### src/rtl/ow_pkg.sv
package ow_pkg;

    typedef enum logic [2:0] {
        S_IDLE   = 3'd0,
        S_PWAIT  = 3'd1,
        S_PDRIVE = 3'd2,
        S_CMD    = 3'd3,
        S_ROM    = 3'd4
    } ow_state_t;

    function automatic int max2(input int a, input int b);
        return (a > b) ? a : b;
    endfunction

endpackage

### src/rtl/ow_bus_sync.sv
module ow_bus_sync #(
    parameter int STAGES = 2
) (
    input  logic clk,
    input  logic rst_n,
    input  logic raw_in,
    output logic level,
    output logic fall,
    output logic rise
);
    logic [STAGES-1:0] sh_q, sh_d;
    logic              prev_q, prev_d;

    always_comb begin
        sh_d   = {sh_q[STAGES-2:0], raw_in};
        prev_d = sh_q[STAGES-1];
    end

    always_ff @(posedge clk or negedge rst_n) begin
        if (!rst_n) begin
            sh_q   <= '1;
            prev_q <= 1'b1;
        end else begin
            sh_q   <= sh_d;
            prev_q <= prev_d;
        end
    end

    assign level = sh_q[STAGES-1];
    assign fall  = prev_q & ~level;
    assign rise  = ~prev_q & level;
endmodule

### src/rtl/ow_low_timer.sv
module ow_low_timer #(
    parameter int LIMIT = 480
) (
    input  logic clk,
    input  logic rst_n,
    input  logic level,
    input  logic rise,
    output logic rst_evt
);
    localparam int CW = $clog2(LIMIT + 1);

    logic [CW-1:0] cnt_q, cnt_d;

    always_comb begin
        if (level)
            cnt_d = '0;
        else if (cnt_q == CW'(LIMIT))
            cnt_d = cnt_q;
        else
            cnt_d = cnt_q + CW'(1);
    end

    always_ff @(posedge clk or negedge rst_n) begin
        if (!rst_n) cnt_q <= '0;
        else        cnt_q <= cnt_d;
    end

    assign rst_evt = rise && (cnt_q >= CW'(LIMIT));
endmodule

### src/rtl/ow_id_responder.sv
module ow_id_responder
    import ow_pkg::*;
#(
    parameter int                  TICKS_PER_US = 50,
    parameter int                  ID_BITS      = 64,
    parameter int                  CMD_BITS     = 8,
    parameter logic [ID_BITS-1:0]  ID_WORD      = 64'hB4_0000_0001_0203_28,
    parameter logic [CMD_BITS-1:0] READ_CMD     = 8'h33,
    parameter int                  RESET_US     = 480,
    parameter int                  PRES_WAIT_US = 30,
    parameter int                  PRES_LEN_US  = 120,
    parameter int                  SAMPLE_US    = 30,
    parameter int                  DRIVE0_US    = 30
) (
    input  logic clk,
    input  logic rst_n,
    input  logic bus_in,
    output logic pull_low
);
    localparam int RESET_T = RESET_US * TICKS_PER_US;
    localparam int PWAIT_T = PRES_WAIT_US * TICKS_PER_US;
    localparam int PLEN_T  = PRES_LEN_US * TICKS_PER_US;
    localparam int SAMP_T  = SAMPLE_US * TICKS_PER_US;
    localparam int DRV_T   = DRIVE0_US * TICKS_PER_US;
    localparam int TMAX    = max2(max2(PWAIT_T, PLEN_T), max2(SAMP_T, DRV_T));
    localparam int TW      = $clog2(TMAX + 1);
    localparam int IW      = max2($clog2(ID_BITS), $clog2(CMD_BITS));

    typedef struct packed {
        ow_state_t           state;
        logic [TW-1:0]       tmr;
        logic [IW-1:0]       bit_cnt;
        logic [CMD_BITS-1:0] shreg;
        logic                busy;
        logic                pull;
    } resp_t;

    resp_t q, d;

    logic level, fall, rise, rst_evt;
    logic [CMD_BITS-1:0] cmd_next;

    ow_bus_sync #(.STAGES(2)) u_sync (
        .clk    (clk),
        .rst_n  (rst_n),
        .raw_in (bus_in),
        .level  (level),
        .fall   (fall),
        .rise   (rise)
    );

    ow_low_timer #(.LIMIT(RESET_T)) u_rst (
        .clk     (clk),
        .rst_n   (rst_n),
        .level   (level),
        .rise    (rise),
        .rst_evt (rst_evt)
    );

    assign cmd_next = {level, q.shreg[CMD_BITS-1:1]};

    always_comb begin
        d = q;
        unique case (q.state)
            S_IDLE: ;
            S_PWAIT: begin
                d.tmr = q.tmr + TW'(1);
                if (q.tmr == TW'(PWAIT_T - 1)) begin
                    d.state = S_PDRIVE;
                    d.tmr   = '0;
                    d.pull  = 1'b1;
                end
            end
            S_PDRIVE: begin
                d.tmr = q.tmr + TW'(1);
                if (q.tmr == TW'(PLEN_T - 1)) begin
                    d.state   = S_CMD;
                    d.tmr     = '0;
                    d.pull    = 1'b0;
                    d.bit_cnt = '0;
                    d.busy    = 1'b0;
                end
            end
            S_CMD: begin
                if (!q.busy) begin
                    if (fall) begin
                        d.busy = 1'b1;
                        d.tmr  = '0;
                    end
                end else begin
                    d.tmr = q.tmr + TW'(1);
                    if (q.tmr == TW'(SAMP_T - 1)) begin
                        d.shreg   = cmd_next;
                        d.busy    = 1'b0;
                        d.bit_cnt = q.bit_cnt + IW'(1);
                        if (q.bit_cnt == IW'(CMD_BITS - 1)) begin
                            d.bit_cnt = '0;
                            d.state   = (cmd_next == READ_CMD) ? S_ROM : S_IDLE;
                        end
                    end
                end
            end
            S_ROM: begin
                if (!q.busy) begin
                    if (fall) begin
                        d.busy = 1'b1;
                        d.tmr  = '0;
                        d.pull = ~ID_WORD[q.bit_cnt];
                    end
                end else begin
                    d.tmr = q.tmr + TW'(1);
                    if (q.tmr == TW'(DRV_T - 1)) begin
                        d.pull    = 1'b0;
                        d.busy    = 1'b0;
                        d.bit_cnt = q.bit_cnt + IW'(1);
                        if (q.bit_cnt == IW'(ID_BITS - 1)) begin
                            d.bit_cnt = '0;
                            d.state   = S_IDLE;
                        end
                    end
                end
            end
            default: d.state = S_IDLE;
        endcase

        if (rst_evt) begin
            d.state   = S_PWAIT;
            d.tmr     = '0;
            d.bit_cnt = '0;
            d.busy    = 1'b0;
            d.pull    = 1'b0;
        end
    end

    always_ff @(posedge clk or negedge rst_n) begin
        if (!rst_n) begin
            q.state   <= S_IDLE;
            q.tmr     <= '0;
            q.bit_cnt <= '0;
            q.shreg   <= '0;
            q.busy    <= 1'b0;
            q.pull    <= 1'b0;
        end else begin
            q <= d;
        end
    end

    assign pull_low = q.pull;

    ow_state_t state_w;
    assign state_w = q.state;
endmodule

### config.mk
export PLATFORM = sky130hd
export DESIGN_NAME = ow_id_responder
export DESIGN_NICKNAME = d
export VERILOG_FILES = /design/src/rtl/ow_pkg.sv /design/src/rtl/ow_bus_sync.sv /design/src/rtl/ow_low_timer.sv /design/src/rtl/ow_id_responder.sv
export SDC_FILE = /design/constraint.sdc
export NUM_CORES = 1
export LEC_CHECK = 0
export ABC_AREA = 1
export BUFFER_PORTS_ARGS = -buffer_cell sky130_fd_sc_hd__buf_2
export CORE_ASPECT_RATIO = 0.5
export CORE_MARGIN = 1.5
export CORE_UTILIZATION = 48
export CTS_CLUSTER_DIAMETER = 60
export CTS_CLUSTER_SIZE = 24
export DETAILED_ROUTE_END_ITERATION = 6
export HOLD_SLACK_MARGIN = 0.15
export PLACE_DENSITY = 0.74
export SYNTH_ARGS = -nofsm -noshare
export SYNTH_HDL_FRONTEND = slang
export SYNTH_HIERARCHICAL = 1
export SYNTH_SLANG_ARGS = --single-unit
### constraint.sdc
create_clock -name clk -period 3.65 [get_ports clk]
set_input_delay 0.1825 -clock clk [delete_from_list [all_inputs] [get_ports clk]]
set_output_delay 0.1825 -clock clk [all_outputs]
set_load 0.1 [all_outputs]
==> metrics <==
Post-Route WL 6800 um; FF-to-FF Start u_rst/cnt_q[12]$_DFFE_PN0P_; register area share after synthesis 0.384; Max H-tree Level 2; RSZ-0062 raised after global routing no; WP data required 3840 ps; Via density 5.16; Worst-Skew Late Latency 290 ps; Post-Syn Nets 491; Highest Clock Rate 377 MHz; first-pass GRT wire length 11800 um; Synth Register Bits 49; Syn Area/Cell 6.68 sq um; total number of vias 2975; worst slew pin tran 582 ps; DP Wirelength 5100 um; clock sink count 49; max_cap viols 0; CP startpoint u_rst/cnt_q[12]$_DFFE_PN0P_; Period minus WS final 2650 ps; Pre-antenna DRT Iters 5; Startpoint Class flop; leakage 1.71 nW; power per cell area 303 mW/mm^2; area leader, netlist dfrtp_1; synthesized cell area 0.00321 sq mm; Die ar. 0.00721 sq mm; Synth Instances 480; CTS tree yes; Relative slew margins 0.608; share of cells above drive strength 1 0.0697; GR Overflow Total 0; prevailing post-synth register cell dfrtp_1; largest cells by area after synthesis dfrtp_1 36%, nand2_1 17%, nor2_1 9.9%; Core Box Area 0.00626 sq mm; CTS buffer count 5; DRC Markers 0; critical path endpoint category flop; Crit Path Class reg2reg; DR iter-0 viols 240; worst reg2reg path depth 11; Fin. Hold Viols 0; Synth cell types 26; Post-CTS Setup Inserts 0; diode count 0; Ports 4; Syn-to-layout area delta 7.84%; most numerous cell in the Yosys netlist nand2_1; Min-Delay Path Class in2async; Overall Global Routing Usage 0.206; YS warnings 6; wire per inst 11.8 um; Buffers on Ports 3; post-route ant nets 0; final slew viol count 0; clk slew on worst S/H paths 70 ps; top cell type's share of synthesized area 0.359; Placement Rows 20; final std cells w/o fill 576; initial antenna violation count 0; NumNets Final 498; Placer Congestion 0.901; setup TNS 0 ps; Final Skew 6.33 ps; async set-or-reset flop fraction in the synthesized netlist 1.00; # setup viols final 0; clk buf depth 2; chip height 60.8 um; top post-synthesis cells by count 142 x nand2_1, 85 x nor2_1, 62 x inv_1; number of enable flip-flop cells after synthesis 0; initial core utilization 0.513; clock root buffer master clkbuf_16; Tcrit/Tclk final 0.727; cts repair resizes 0; CTS Hold Bufs 2; CP max FO 13; Die Wd 119 um; status complete, no violations; placed cell count 566; via count of the first global-routing pass 2557; largest net degree at the start of global routing 33; Crit path arrival time 2840 ps; Peak supply drop 0.234 mV
[cells by family after synthesis]
kind of cell               synth area share
DFF                                   0.384
and+or+nand+nor                       0.421
buffers and inverters                0.0901
adders and majority gates            0.0312
AOI/OAI and AO/OA                    0.0659
xor gates and xnor gates            0.00820
[worst paths after layout]
| check | end | slack (ps) |
|---|---|---|
| min | u_rst/cnt_q[5]$_DFFE_PN0P_ | 340 |
| min in group clk | u_sync/sh_q[1]$_DFF_PN1_ | 360 |
| max reg2reg | q[28]$_DFFE_PN0P_ | 1000 |
| max | q[28]$_DFFE_PN0P_ | 1000 |
| min reg2reg | u_sync/sh_q[1]$_DFF_PN1_ | 360 |
| max in group asynchronous | u_sync/prev_q$_DFF_PN1_ | 2520 |
[sequential cells by signal, indices dropped and copies added (netlist names)]
signal,count
cmd_next,7
u_sync/sh_q,2
u_sync/prev_q,1
q,20
u_rst/cnt_q,15
state_w,3
pull_low,1
[per-layer routing]
metal / global-route usage / wire (um) / vias to the layer above / share of wire
li1: - / - / 1530 / -
met4: 0.0465 / 64 / 0 / 0.0094
met1: 0.294 / 3490 / 1341 / 0.51
met5: 0 / 0 / - / 0
met2: 0.329 / 2850 / 91 / 0.42
met3: 0.0451 / 404 / 13 / 0.059
[area by class of cell]
| class | instances | area, sq um |
|---|---|---|
| fillers | 613 | 2800 |
| multi-input cells | 360 | 1690 |
| flip-flops and latches | 49 | 1230 |
| inverters | 65 | 244 |
| clock buffers | 6 | 129 |
| well taps | 88 | 110 |
| repair buffers | 6 | 42.5 |
| clock inverters | 2 | 15.0 |
[layout by cell type (no fill, tap or decap), types with 6 or more instances in the layout]
| cell type | n |
|---|---|
| dfrtp_1 | 46 |
| nor3_1 | 7 |
| a21oi_1 | 12 |
| nand2_1 | 142 |
| nand2_2 | 6 |
| nor2_1 | 85 |
| ha_1 | 8 |
| o21ai_0 | 20 |
| nand4_1 | 15 |
| inv_1 | 62 |
| nand3_1 | 43 |
[critical path, cell delays in order (launching register included)]
cell	delay [ps]
dfrtp_1	410
nand2_1	100
nor2_1	170
o21ai_0	90
a21boi_0	500
inv_1	360
nand3_2	220
nand2_1	300
nor2_1	220
nand2_1	70
nand2_1	70
nor2_1	40
[power by group]
| group | switching [mW] | internal [mW] |
|---|---|---|
| Combinational | 0.0206 | 0.00871 |
| Sequential | 0.00515 | 0.549 |
| Clock | 0.211 | 0.255 |
| Total | 0.237 | 0.812 |
[through the flow]
step	cell area, sq um	power [mW]	hold WS (ps)	worst slack [ps]	utilization
6_report	3460	1.05	343	996	0.553
3_3_place_gp	3290	0.592	141	1170	0.527
4_1_cts	3460	1.06	362	1020	0.553
3_5_place_dp	3290	0.593	146	1040	0.527
2_1_floorplan	3210	0.577	-113	1590	-
5_1_grt	3460	1.08	372	584	0.553
(Power assumes the default switching activity.)
